[src/rtl/fo_pkg.sv]
package fo_pkg;
  parameter int unsigned FO_DEF_W = 4;

  typedef enum logic [1:0] {
    ST_EMPTY = 2'd0,
    ST_WAIT  = 2'd1,
    ST_VALID = 2'd2
  } fo_state_e;
endpackage

[src/rtl/fo_fall_det.sv]
module fo_fall_det (
  input  logic clk,
  input  logic rst,
  input  logic lvl_i,
  output logic fall_o
);
  logic prev_q;

  always_ff @(posedge clk) begin
    if (rst) prev_q <= 1'b0;
    else     prev_q <= lvl_i;
  end

  assign fall_o = prev_q & ~lvl_i;

  // a falling edge needs a high sample first, so two in a row cannot occur
  p_fall_single_r7: assert property (@(posedge clk) disable iff (rst)
    fall_o |=> !fall_o);
endmodule

[src/rtl/fo_load_ctl.sv]
module fo_load_ctl
  import fo_pkg::*;
(
  input  logic clk,
  input  logic rst,
  input  logic chain_in_n,
  input  logic grant_i,
  input  logic top_i,
  input  logic inhibit_i,
  input  logic stk_valid_i,
  input  logic done_i,
  output logic ld_o,
  output logic ore_o
);
  fo_state_e state_q, state_d;
  logic      master_q;

  // role strap is captured only while reset is asserted
  always_ff @(posedge clk) begin
    if (rst) master_q <= ~chain_in_n;
  end

  assign ld_o  = !rst && (state_q == ST_EMPTY) && top_i && !inhibit_i && stk_valid_i;
  assign ore_o = (state_q == ST_VALID);

  always_comb begin
    state_d = state_q;
    unique case (state_q)
      ST_EMPTY: if (ld_o) state_d = (master_q || grant_i) ? ST_VALID : ST_WAIT;
      ST_WAIT: begin
        if (!top_i)       state_d = ST_EMPTY;
        else if (grant_i) state_d = ST_VALID;
      end
      ST_VALID: if (!top_i || done_i) state_d = ST_EMPTY;
      default: state_d = ST_EMPTY;
    endcase
  end

  always_ff @(posedge clk) begin
    if (rst) state_q <= ST_EMPTY;
    else     state_q <= state_d;
  end

  p_idle_after_reset_r1: assert property (@(posedge clk) disable iff (rst)
    $fell(rst) |-> (state_q == ST_EMPTY));

  p_single_load_r3: assert property (@(posedge clk) disable iff (rst)
    ld_o |=> !ld_o);

  p_release_empties_r4: assert property (@(posedge clk) disable iff (rst)
    (state_q != ST_EMPTY && !top_i) |=> (state_q == ST_EMPTY));

  p_slave_holds_r9: assert property (@(posedge clk) disable iff (rst)
    (ld_o && !master_q && !grant_i) |=> !ore_o);

  p_last_shift_empties_r8: assert property (@(posedge clk) disable iff (rst)
    done_i |=> !ore_o);
endmodule

[src/rtl/fo_shift_reg.sv]
module fo_shift_reg #(
  parameter int unsigned W = 4
) (
  input  logic         clk,
  input  logic         rst,
  input  logic         ld_i,
  input  logic [W-1:0] ld_word_i,
  input  logic         shift_i,
  output logic [W-1:0] word_o,
  output logic         done_o
);
  localparam int unsigned CW = (W > 1) ? $clog2(W) : 1;
  localparam logic [CW-1:0] LAST = CW'(W - 1);

  logic [W-1:0]  word_q;
  logic [CW-1:0] cnt_q;

  // data is deliberately left out of reset: only control state is cleared
  always_ff @(posedge clk) begin
    if (ld_i)         word_q <= ld_word_i;
    else if (shift_i) word_q <= {1'b0, word_q[W-1:1]};
  end

  always_ff @(posedge clk) begin
    if (rst || ld_i)  cnt_q <= '0;
    else if (shift_i) cnt_q <= (cnt_q == LAST) ? '0 : cnt_q + 1'b1;
  end

  assign word_o = word_q;
  assign done_o = shift_i && (cnt_q == LAST);

  p_word_stable_r11: assert property (@(posedge clk) disable iff (rst)
    (!ld_i && !shift_i) |=> $stable(word_q));

  p_load_takes_word_r2: assert property (@(posedge clk) disable iff (rst)
    ld_i |=> (word_q == $past(ld_word_i)));
endmodule

[src/rtl/fifo_out_stage.sv]
module fifo_out_stage #(
  parameter int unsigned W = fo_pkg::FO_DEF_W
) (
  input  logic         clk,
  input  logic         rst,
  input  logic         chain_in_n,
  input  logic         grant_in,
  input  logic         stk_valid,
  input  logic [W-1:0] stk_word,
  output logic         stk_pop,
  input  logic         xfer_par,
  input  logic         xfer_inhibit,
  input  logic         shift_clk,
  input  logic         par_oe,
  output logic [W-1:0] par_q,
  output logic         par_q_en,
  output logic         ser_q,
  output logic         ser_q_en,
  output logic         ore
);
  logic         fall;
  logic         ld;
  logic         shift;
  logic         done;
  logic [W-1:0] word;

  fo_fall_det u_fall (
    .clk    (clk),
    .rst    (rst),
    .lvl_i  (shift_clk),
    .fall_o (fall)
  );

  fo_load_ctl u_ctl (
    .clk         (clk),
    .rst         (rst),
    .chain_in_n  (chain_in_n),
    .grant_i     (grant_in),
    .top_i       (xfer_par),
    .inhibit_i   (xfer_inhibit),
    .stk_valid_i (stk_valid),
    .done_i      (done),
    .ld_o        (ld),
    .ore_o       (ore)
  );

  assign shift = fall && ore;

  fo_shift_reg #(.W(W)) u_sr (
    .clk       (clk),
    .rst       (rst),
    .ld_i      (ld),
    .ld_word_i (stk_word),
    .shift_i   (shift),
    .word_o    (word),
    .done_o    (done)
  );

  assign stk_pop  = ld;
  assign par_q    = word;
  assign par_q_en = par_oe;
  assign ser_q    = word[0];
  assign ser_q_en = ore;

  p_pop_then_flag_r2: assert property (@(posedge clk) disable iff (rst)
    (stk_pop && !chain_in_n && u_ctl.master_q) |=> ore);

  p_no_pop_inhibited_r6: assert property (@(posedge clk) disable iff (rst)
    xfer_inhibit |-> !stk_pop);
endmodule

[config.mk]
export PLATFORM = sky130hd
export DESIGN_NAME = fifo_out_stage
export DESIGN_NICKNAME = d
export VERILOG_FILES = /design/src/rtl/fo_pkg.sv /design/src/rtl/fo_fall_det.sv /design/src/rtl/fo_load_ctl.sv /design/src/rtl/fo_shift_reg.sv /design/src/rtl/fifo_out_stage.sv
export SDC_FILE = /design/constraint.sdc
export NUM_CORES = 1
export LEC_CHECK = 0
export ABC_CLOCK_PERIOD_IN_PS = 1750
export CORE_ASPECT_RATIO = 1.2
export CORE_MARGIN = 4
export CORE_UTILIZATION = 31
export CTS_BUF_LIST = sky130_fd_sc_hd__clkbuf_2 sky130_fd_sc_hd__clkbuf_4 sky130_fd_sc_hd__clkbuf_8
export DETAILED_ROUTE_END_ITERATION = 8
export GPL_TIMING_DRIVEN = 0
export PLACE_DENSITY = 0.68
export SYNTH_ARGS = -nofsm -noshare
export SYNTH_HDL_FRONTEND = slang
export SYNTH_SLANG_ARGS = --single-unit
[constraint.sdc]
create_clock -name clk -period 1.75 [get_ports clk]
set_input_delay 0.35 -clock clk [delete_from_list [all_inputs] [get_ports clk]]
set_output_delay 0.35 -clock clk [all_outputs]
set_load 0.03 [all_outputs]
==> parameters.txt, run 1 <==
Parameter                              Value

Place
  Port Buffer Count    20
  Routability Congestion    0.628
  HPWL after detailed placement    between 800 and 900 µm
  Worst-case setup slack after placement    -1.22 ns
  Placed Area    753 µm²

Routing
  Detail Route Antenna Nets    0
  Initial drt markers    2
  Via count normalized by instance count    about 4.8
  Total iterations of the first detailed-routing run    4
  Post-Route WL    roughly 1100 µm
  Residual DRC count    0
  Routed WL per cell    12.4 µm
  DR vias    422

CTS
  Hold-fix buffers, CTS    0
  TritonCTS clock tree    built
  Clock Path Buffers    2
  Total clock buffers created by CTS    3
  H-tree levels    1
  CTS Root Buffer Type    sky130_fd_sc_hd__clkbuf_4
  Clock input transition at the sequential cells of the worst setup and hold paths    0.06 ns
  Total number of clock tree sinks    10
  Clock insertion delay at the later pin of the skew report    about 0.26 ns

Worst hold path
  Hold WC Path Type    in -> reg

Power
  Proportion of power drawn by flip-flops and latches    0.490
  Post-layout total power    ~0.00052 W
  Comb power frac    0.166
  Clock power share    0.344
  Maximum vdd ir drop    0.356 mV
  NetSw    0.000121 W
  Pwr/cell area    roughly 660 nW/µm²
  Leak pwr    approximately 0.33 nW
  Internal portion of total power    between 0.0004 and 0.0005 W
  Switching Fraction    0.230

Status
  Violations in the final reports    setup timing
  Run status    complete, but fails checks

Final layout
  Post-route cell area    slightly below 800 µm²
  Nets    85
  P&R area growth vs syn    49.3%
  Ratio of cells with drive above 1 in the final layout    0.343
  Filler cell count in the final layout    roughly 140
  Final core utilization    0.488
  Antenna cells    0

Floorplan
  Floorplan row count    16
  Initial cell density of the core    0.327
  Die height    approximately 53 µm
  Placeable Area    about 1600 µm²
  I/O pin count    22
  Die Footprint    between 2000 and 2500 µm²
  Width of the die    approximately 46 µm

Critical path
  Worst Path Arrival    1.49 ns
  Worst reg2reg path endpoint    u_sr.word_o[0]
  Reg-to-reg setup timing slack    -0.02 ns
  Origin of the critical flop-to-flop path    u_ctl.state_q[0]
  Type of the worst setup path    reg -> out
  Critical-path maximum fanout    2
  Critical path startpoint category    register
  Capturing instance or port of the critical path    stk_pop
  Worst Setup SP    u_ctl.state_q[0]
  Type of destination of the critical path    output port
  Required time of the worst setup path    1.40 ns
  Path depth of the worst reg2reg path    4

STA
  Period minus WS final    1.84 ns
  Relative slew slack    0.797
  Setup TNS    -0.140 ns
  Post-route clock period utilization    1.05
  Final setup fails    4
  Worst setup slack after layout    -0.0909 ns
  Unrepaired setup endpoints after global routing    true
  Max-slew violations    0
  Tightest Pin Transition    slightly below 0.3 ns
  Final hold violation count    0
  Fmax achieved    543 MHz
  Worst clock skew    between 0.005 and 0.006 ns

Synthesis
  Netlist Area Pre-Place    531 µm²
  Main synth FF type    sky130_fd_sc_hd__edfxtp_1
  Post-synth top cells    sky130_fd_sc_hd__dfxtp_1, sky130_fd_sc_hd__edfxtp_1, sky130_fd_sc_hd__nor3_1
  Sequential share of the synthesized area    0.472
  Number of register bits inferred by synthesis    10
  Synth unique cells    25
  Net Count, Synth    58
  Number of flops mapped to enable cells by yosys    5
  Avg Inst Size Synth    around 12 µm²
  Share of the synthesized area in the top cell type    0.283
  Syn Inst Count    44
  Synth top area cells    sky130_fd_sc_hd__edfxtp_1, sky130_fd_sc_hd__dfxtp_1, sky130_fd_sc_hd__mux2_4
  Synth area leader    sky130_fd_sc_hd__edfxtp_1
  Yosys warnings    0
  Async set-reset flop share out of synthesis    0

GRT
  Number of global-route vias before repair    about 390
  Total Routing Usage GR    0.0996
  Leftover overflow at the end of global routing    0
  Largest net degree at the start of global routing    9
  Number of antenna violations at the first check in global routing    0
  Global-route wire length before repair    roughly 1700 µm

Job
  Max-cap violations    0
worst max-delay path, cell delays in order, from the launching register on:
cell                      delay (ns)
sky130_fd_sc_hd__dfxtp_4        0.34
sky130_fd_sc_hd__or4b_4         0.49
sky130_fd_sc_hd__nor3_4         0.24
sky130_fd_sc_hd__buf_6          0.16
logic make-up (layout without fill, tap and decap cells):
kind of cell	count (synthesis)	after routing	synth area share
flops	10	10	0.472
mux	5	5	0.123
simple gates	17	17	0.236
compound gates	4	4	0.0613
buf+inv	7	33	0.0849
fa+ha+maj	1	1	0.0236
metrics by stage:
step           instances  hold slack (ns)
2_1_floorplan         44            0.422
3_3_place_gp          82            0.522
3_5_place_dp          82            0.530
4_1_cts               88            0.453
5_1_grt               88            0.371
6_report              88            0.356
metal layers:
| metal | global-route usage | part of all wire | vias to the layer above |
|---|---|---|---|
| met4 | 0.0569 | 0.011 | 0 |
| met2 | 0.163 | 0.52 | 12 |
| met5 | 0 | 0 | - |
| met1 | 0.115 | 0.40 | 193 |
| li1 | - | - | 215 |
| met3 | 0.0238 | 0.074 | 2 |
cell type report:
cell class / instances / area [µm²] / area share
Buffer: 3 / 22.5 / 0.0284
Sequential cell: 10 / 254 / 0.321
Timing Repair Buffer: 23 / 214 / 0.270
Tap cell: 18 / 22.5 / 0.0284
Multi-Input combinational cell: 27 / 238 / 0.300
Inverter: 3 / 11.3 / 0.0142
Clock buffer: 4 / 30.0 / 0.0379
what timing repair did:
item                       4_1_cts  5_1_grt
pin swaps                        2        2
setup endpoints to repair       13        7
setup buffers                    3        0
resized for setup               20        7
registers in the layout, summed over array words and instances (netlist names):
register,cells
u_ctl.master_q,1
u_sr.word_o,4
u_sr.cnt_q,2
u_fall.prev_q,1
u_ctl.state_q,2
worst min path at each step:
| stage | start | endpoint | slack, ns | cells past startpoint |
|---|---|---|---|---|
| after floorplan | rst | u_fall.prev_q | 0.42 | 1 |
| after global placement | u_sr.cnt_q[1] | u_sr.cnt_q[1] | 0.52 | 2 |
| after detailed placement | u_sr.cnt_q[1] | u_sr.cnt_q[1] | 0.53 | 2 |
| after CTS | rst | u_sr.cnt_q[1] | 0.45 | 2 |
| after global routing | rst | u_fall.prev_q | 0.37 | 2 |
| final | rst | u_fall.prev_q | 0.36 | 2 |
cell usage in the layout, fill, tap and decap left out, types with 2 or more instances in the layout:
cell	instances
sky130_fd_sc_hd__buf_6	2
sky130_fd_sc_hd__inv_1	3
sky130_fd_sc_hd__edfxtp_1	5
sky130_fd_sc_hd__mux2i_1	2
sky130_fd_sc_hd__buf_2	2
sky130_fd_sc_hd__dfxtp_1	4
sky130_fd_sc_hd__clkbuf_4	4
sky130_fd_sc_hd__nor3_1	4
sky130_fd_sc_hd__nor2_1	2
sky130_fd_sc_hd__clkdlybuf4s50_1	13
sky130_fd_sc_hd__mux2_4	3
sky130_fd_sc_hd__buf_4	5
power by group through the flow:
stage / combinational (W) / sequential (W) / clock (W)
final: 0.0000872 / 0.000257 / 0.000181
after global routing: 0.0000938 / 0.000258 / 0.000195
after CTS: 0.0000896 / 0.000257 / 0.000189
after detailed placement: 0.0000898 / 0.000263 / 0
after global placement: 0.0000883 / 0.000263 / 0
after floorplan: 0.0000416 / 0.000266 / 0
Note: power is estimated with default switching activity, not from simulation.
==> run 2: changes to the inputs <==
CORE_MARGIN = 1   (was 4)
==> run 2 against run 1 <==
Compared with the run above:
- the flow still finishes with violations (setup timing)
- global-route usage grew 3.0 points
- fmax shrank 0.21%
- sequential share of layout area grew 0.10 points
- critical path type unchanged
- largest power group unchanged
==> parameters.txt, run 2 (synthesis results as in run 1) <==
Parameter                              Value

Status
  Run status    complete, but fails checks
  Violations in the final reports    setup timing

Routing
  Post-Route WL    1010 µm (-7.6%)
  Initial drt markers    2 (unchanged)
  DR vias    432 (+2.4%)
  Via count normalized by instance count    4.91 (+2.4%)
  Total iterations of the first detailed-routing run    3 (-1)
  Detail Route Antenna Nets    0 (unchanged)
  Residual DRC count    0 (unchanged)
  Routed WL per cell    11.5 µm (-7.6%)

Critical path
  Required time of the worst setup path    1.40 ns (about the same)
  Worst reg2reg path endpoint    u_sr.word_o[0]
  Path depth of the worst reg2reg path    4 (unchanged)
  Type of destination of the critical path    output port
  Origin of the critical flop-to-flop path    u_ctl.state_q[0]
  Reg-to-reg setup timing slack    -0.02 ns (about the same)
  Critical path startpoint category    register
  Cell breakdown of the critical path    or4b_4 -> nor3_4 -> buf_6
  Max stage delay on crit path    0.54 ns (+0.05 ns)
  Type of the worst setup path    reg -> out
  Critical-path maximum fanout    2 (unchanged)
  Worst Path Arrival    1.49 ns (about the same)
  Slowest stage cell on the critical path    sky130_fd_sc_hd__or4b_4

Final layout
  Filler cell count in the final layout    155 (+9.2%)
  Post-route cell area    790 µm² (-0.32%)
  Leading cell types in the layout, fill and taps excluded    sky130_fd_sc_hd__clkdlybuf4s50_1, sky130_fd_sc_hd__buf_4, sky130_fd_sc_hd__edfxtp_1
  Flip-flop count of the largest register after layout    4 (unchanged)
  Footprint of the multi-input gates    238 µm² (unchanged)
  Antenna cells    0 (unchanged)
  Final core utilization    0.487 (-0.00154)
  Nets    85 (unchanged)
  Ratio of cells with drive above 1 in the final layout    0.329 (-0.0143)
  P&R area growth vs syn    48.8%
  Seq. cell area    254 µm² (unchanged)
  Leading cell type in the layout, fill and taps excluded    sky130_fd_sc_hd__clkdlybuf4s50_1

Power
  Internal portion of total power    0.000383 W (-5.2%)
  Post-layout total power    0.000506 W (-3.6%)
  NetSw    0.000123 W (+1.9%)
  Switching Fraction    0.243 (+0.0131)
  Clock power share    0.319 (-0.025)
  Maximum vdd ir drop    0.386 mV (+8.5%)
  Proportion of power drawn by flip-flops and latches    0.508 (+0.018)
  Pwr/cell area    641 nW/µm² (-3.2%)
  Comb power frac    0.173 (+0.007)
  Leak pwr    0.321 nW (-2.7%)

CTS
  Total number of clock tree sinks    10 (unchanged)
  Clock input transition at the sequential cells of the worst setup and hold paths    0.07 ns (about the same)
  CTS Root Buffer Type    sky130_fd_sc_hd__clkbuf_4
  H-tree levels    1 (unchanged)
  Clock Path Buffers    2 (unchanged)
  Total clock buffers created by CTS    3 (unchanged)
  Clock insertion delay at the later pin of the skew report    0.27 ns (about the same)
  Hold-fix buffers, CTS    0 (unchanged)
  TritonCTS clock tree    built

Worst hold path
  Number of cells on the worst hold path    2 (unchanged)
  Hold worst-path end    u_fall.prev_q
  Worst min-delay path startpoint    rst
  Hold WC Path Type    in -> reg

Job
  Max-cap violations    0 (unchanged)

Floorplan
  Width of the die    39.8 µm (-13%)
  I/O pin count    22 (unchanged)
  Placeable Area    1620 µm² (unchanged)
  Die Footprint    1880 µm² (-23%)
  Initial cell density of the core    0.327 (unchanged)
  Die height    47.3 µm (-11%)
  Floorplan row count    16 (unchanged)

Place
  Routability Congestion    0.622 (-0.89%)
  Placed Area    753 µm² (unchanged)
  Worst-case setup slack after placement    -1.21 ns (+0.0112 ns)
  HPWL after detailed placement    774 µm (-8.1%)
  Port Buffer Count    20 (unchanged)

STA
  Period minus WS final    1.84 ns (+0.00386 ns)
  Post-route clock period utilization    1.05 (+0.00221)
  Final setup fails    4 (unchanged)
  Fmax achieved    542 MHz (-0.21%)
  Max-slew violations    0 (unchanged)
  Setup TNS    -0.148 ns (-0.00722 ns)
  Worst clock skew    0.0125 ns (+0.00691 ns)
  Unrepaired setup endpoints after global routing    true
  Tightest Pin Transition    0.398 ns (+0.102 ns)
  Relative slew slack    0.727 (-0.0700)
  Worst setup slack after layout    -0.0948 ns (-0.00386 ns)
  Final hold violation count    0 (unchanged)

GRT
  Number of global-route vias before repair    364 (-6.2%)
  Leftover overflow at the end of global routing    0 (unchanged)
  Number of antenna violations at the first check in global routing    0 (unchanged)
  Largest net degree at the start of global routing    9 (unchanged)
  Global-route wire length before repair    1570 µm (-9.1%)
  Total Routing Usage GR    0.130 (+0.0301)
## run 2: layer usage
metal  vias to the layer above  GRT usage  wire length (µm)
met2                        13      0.200               510
met1                       203      0.153               422
met5                         -          0                 0
met4                         0     0.0621                17
li1                        214          -                 -
met3                         2     0.0569                58
## run 2: final cells by class
type	count	area share
plain buffers	3	0.0285
clock buffers	3	0.0285
clock inverters	1	0.00475
inverters	3	0.0143
multi-input cells	27	0.301
flip-flops and latches	10	0.322
well taps	18	0.0285
repair buffers	23	0.273
## run 2: power groups by stage
stage | Combinational (W) | Clock (W) | Sequential, W
floorplan | 0.0000416 | 0 | 0.000266
global placement | 0.0000877 | 0 | 0.000263
detailed placement | 0.0000897 | 0 | 0.000264
CTS | 0.0000888 | 0.000173 | 0.000257
global route | 0.0000941 | 0.000184 | 0.000258
finish | 0.0000875 | 0.000162 | 0.000257
## run 2: how the worst max path moves through the flow
stage	startpoint	to	slack (ns)	cells after the start
detailed placement	rst	stk_pop	-1.21	4
global route	u_ctl.state_q[0]	stk_pop	-0.14	3
finish	u_ctl.state_q[0]	stk_pop	-0.09	3
global placement	rst	stk_pop	-1.19	4
floorplan	u_ctl.state_q[0]	u_sr.word_o[0]	-0.24	4
CTS	u_ctl.state_q[0]	stk_pop	-0.12	3
## run 2: through the flow
step / hold slack, ns / instances
final: 0.450 / 88
after CTS: 0.440 / 87
after global placement: 0.517 / 82
after detailed placement: 0.522 / 82
after floorplan: 0.422 / 44
after global routing: 0.451 / 88
## run 2: timing repair
action	CTS	global route
setup endpoints to repair	14	6
resized for setup	22	3
setup buffers	2	1
pin swaps	2	0
## run 2: critical path: cells and delay by family, from the launching register on
| family | cells | cell delay (ns) |
|---|---|---|
| buffers and inverters | 1 | 0.16 |
| flip-flops | 1 | 0.34 |
| AND/OR/NAND/NOR | 2 | 0.72 |
==> run 3: changes to the inputs <==
ABC_CLOCK_PERIOD_IN_PS = 1550   (was 1750)
clock period = 1.55 ns   (was 1.75 ns; I/O delays follow)
==> run 3 against run 2 <==
Compared with the run above:
- the flow still finishes with violations (setup timing)
- register-to-register slack worse by 0.21 ns
- clock power is 25% higher
- utilization is 1.1 points higher
- sequential cell count stayed put
- worst hold slack worse by 0.033 ns
- total power is 17% higher
- sequential power is 13% higher
- via count stayed put
- clock skew is 0.0053 ns lower
- cell area is 2.2% higher
- critical endpoint unchanged
- highest routed layer unchanged
==> parameters.txt, run 3 (synthesis results as in run 1) <==
Parameter                              Value

Final layout
  Seq. cell area    254 µm² (unchanged)
  Filler cell count in the final layout    155 (unchanged)
  Post-route cell area    807 µm² (+2.2%)
  Leading cell types in the layout, fill and taps excluded    sky130_fd_sc_hd__clkdlybuf4s50_1, sky130_fd_sc_hd__dlygate4sd2_1, sky130_fd_sc_hd__buf_4, sky130_fd_sc_hd__edfxtp_1
  Ratio of cells with drive above 1 in the final layout    0.352 (+0.0235)
  Flip-flop count of the largest register after layout    4 (unchanged)
  Leading cell type in the layout, fill and taps excluded    sky130_fd_sc_hd__clkdlybuf4s50_1
  Footprint of the multi-input gates    239 µm² (+0.53%)
  P&R area growth vs syn    52.1%
  Final core utilization    0.498 (+0.0108)
  Antenna cells    0 (unchanged)
  Nets    86 (+1.2%)

Floorplan
  I/O pin count    22 (unchanged)
  Die height    47.3 µm (unchanged)
  Floorplan row count    16 (unchanged)
  Width of the die    39.8 µm (unchanged)
  Die Footprint    1880 µm² (unchanged)
  Initial cell density of the core    0.327 (unchanged)
  Placeable Area    1620 µm² (unchanged)

CTS
  H-tree levels    1 (unchanged)
  Clock insertion delay at the later pin of the skew report    0.26 ns (about the same)
  Clock Path Buffers    2 (unchanged)
  Total clock buffers created by CTS    3 (unchanged)
  Total number of clock tree sinks    10 (unchanged)
  TritonCTS clock tree    built
  CTS Root Buffer Type    sky130_fd_sc_hd__clkbuf_4
  Clock input transition at the sequential cells of the worst setup and hold paths    0.06 ns (about the same)

Routing
  Initial drt markers    6 (+4)
  Routed WL per cell    11.5 µm (+0.74%)
  DR vias    432 (unchanged)
  Residual DRC count    0 (unchanged)
  Total iterations of the first detailed-routing run    4 (+1)
  Detail Route Antenna Nets    0 (unchanged)
  Post-Route WL    1030 µm (+1.9%)
  Via count normalized by instance count    4.85 (-1.1%)

Critical path
  Path depth of the worst reg2reg path    4 (unchanged)
  Critical path startpoint category    primary input
  Origin of the critical flop-to-flop path    u_ctl.state_q[0]
  Type of the worst setup path    in -> out
  Reg-to-reg setup timing slack    -0.23 ns (-0.21 ns)
  Cell breakdown of the critical path    dlygate4sd2_1 -> or4b_4 -> nor3_4 -> buf_6
  Slowest stage cell on the critical path    sky130_fd_sc_hd__or4b_4
  Worst reg2reg path endpoint    u_sr.word_o[2]
  Worst Setup SP    xfer_inhibit
  Capturing instance or port of the critical path    stk_pop
  Worst Path Arrival    1.50 ns (about the same)
  Max stage delay on crit path    0.55 ns (about the same)
  Type of destination of the critical path    output port
  Critical-path maximum fanout    2 (unchanged)
  Required time of the worst setup path    1.24 ns (-0.16 ns)

GRT
  Number of global-route vias before repair    354 (-2.7%)
  Largest net degree at the start of global routing    8 (-1)
  Number of antenna violations at the first check in global routing    0 (unchanged)
  Total Routing Usage GR    0.124 (-0.00569)
  Leftover overflow at the end of global routing    0 (unchanged)
  Global-route wire length before repair    1500 µm (-4.8%)

STA
  Setup TNS    -1.36 ns (-1.21 ns)
  Relative slew slack    0.780 (+0.0523)
  Post-route clock period utilization    1.16
  Final hold violation count    0 (unchanged)
  Final setup fails    8 (+4)
  Worst clock skew    0.00719 ns (-0.00534 ns)
  Tightest Pin Transition    0.328 ns (-0.0704 ns)
  Unrepaired setup endpoints after global routing    true
  Hold Worst Slack    0.417 ns (-0.0329 ns)
  Fmax achieved    between 500 and 600 MHz
  Period minus WS final    ~1.8 ns
  Max-slew violations    0 (unchanged)
  Worst setup slack after layout    -0.256 ns (-0.161 ns)

Power
  Maximum vdd ir drop    0.435 mV (+13%)
  Pwr/cell area    735 nW/µm² (+15%)
  Leak pwr    0.339 nW (+5.7%)
  Post-layout total power    0.000593 W (+17%)

Place
  Port Buffer Count    20 (unchanged)
  HPWL after detailed placement    723 µm (-6.5%)
  Routability Congestion    0.631 (+1.3%)
  Placed Area    753 µm² (unchanged)

Status
  Violations in the final reports    setup timing
  Run status    complete, but fails checks

Worst hold path
  Hold WC Path Type    in -> reg

Job
  Max-cap violations    0 (unchanged)
==> run 3: timing repair <==
action	4_1_cts	5_1_grt
pin swaps	3	2
hold buffers	0	0
gates resized for setup	32	3
setup endpoints to repair	18	12
setup buffers	4	0
==> run 3: metrics by stage <==
stage               instances  worst slack, ns
floorplan                  44           -0.442
global placement           82            -1.32
detailed placement         82            -1.34
CTS                        89           -0.279
global route               89           -0.317
finish                     89           -0.256
==> run 3: layer usage <==
metal,share of wire,global-route usage,wire [µm]
met5,0,0,0
met3,0.060,0.0711,62
met4,0.018,0.0621,18
met1,0.42,0.153,436
met2,0.50,0.170,510
==> run 3: cell type report <==
cell class | count | share of cell area
Multi-Input combinational cell | 27 | 0.296
Clock buffer | 4 | 0.0372
Timing Repair Buffer | 24 | 0.282
Tap cell | 18 | 0.0279
Sequential cell | 10 | 0.315
Buffer | 3 | 0.0279
Inverter | 3 | 0.0140
==> run 3: report_power, final <==
group | total, W | switching, W | internal (W) | leakage (nW)
Clock | 0.000202 | 0.0000854 | 0.000117 | 0.0184
Sequential | 0.000290 | 0.00000586 | 0.000284 | 0.0892
Combinational | 0.000101 | 0.0000436 | 0.0000579 | 0.231
Total | 0.000593 | 0.000135 | 0.000459 | 0.339
==> run 3: worst max-delay path: cells and delay by family <==
family | cells | cell delay [ns]
AND/OR/NAND/NOR | 2 | 0.78
buffers and inverters | 2 | 0.40
==> run 3: worst min-delay path by stage <==
stage / start / end / slack [ns] / depth (start not counted)
6_report: rst / u_fall.prev_q / 0.42 / 2
3_3_place_gp: u_sr.cnt_q[1] / u_sr.cnt_q[1] / 0.51 / 2
5_1_grt: rst / u_fall.prev_q / 0.43 / 2
4_1_cts: rst / u_fall.prev_q / 0.41 / 2
2_1_floorplan: rst / u_fall.prev_q / 0.38 / 1
3_5_place_dp: u_sr.cnt_q[1] / u_sr.cnt_q[1] / 0.53 / 2
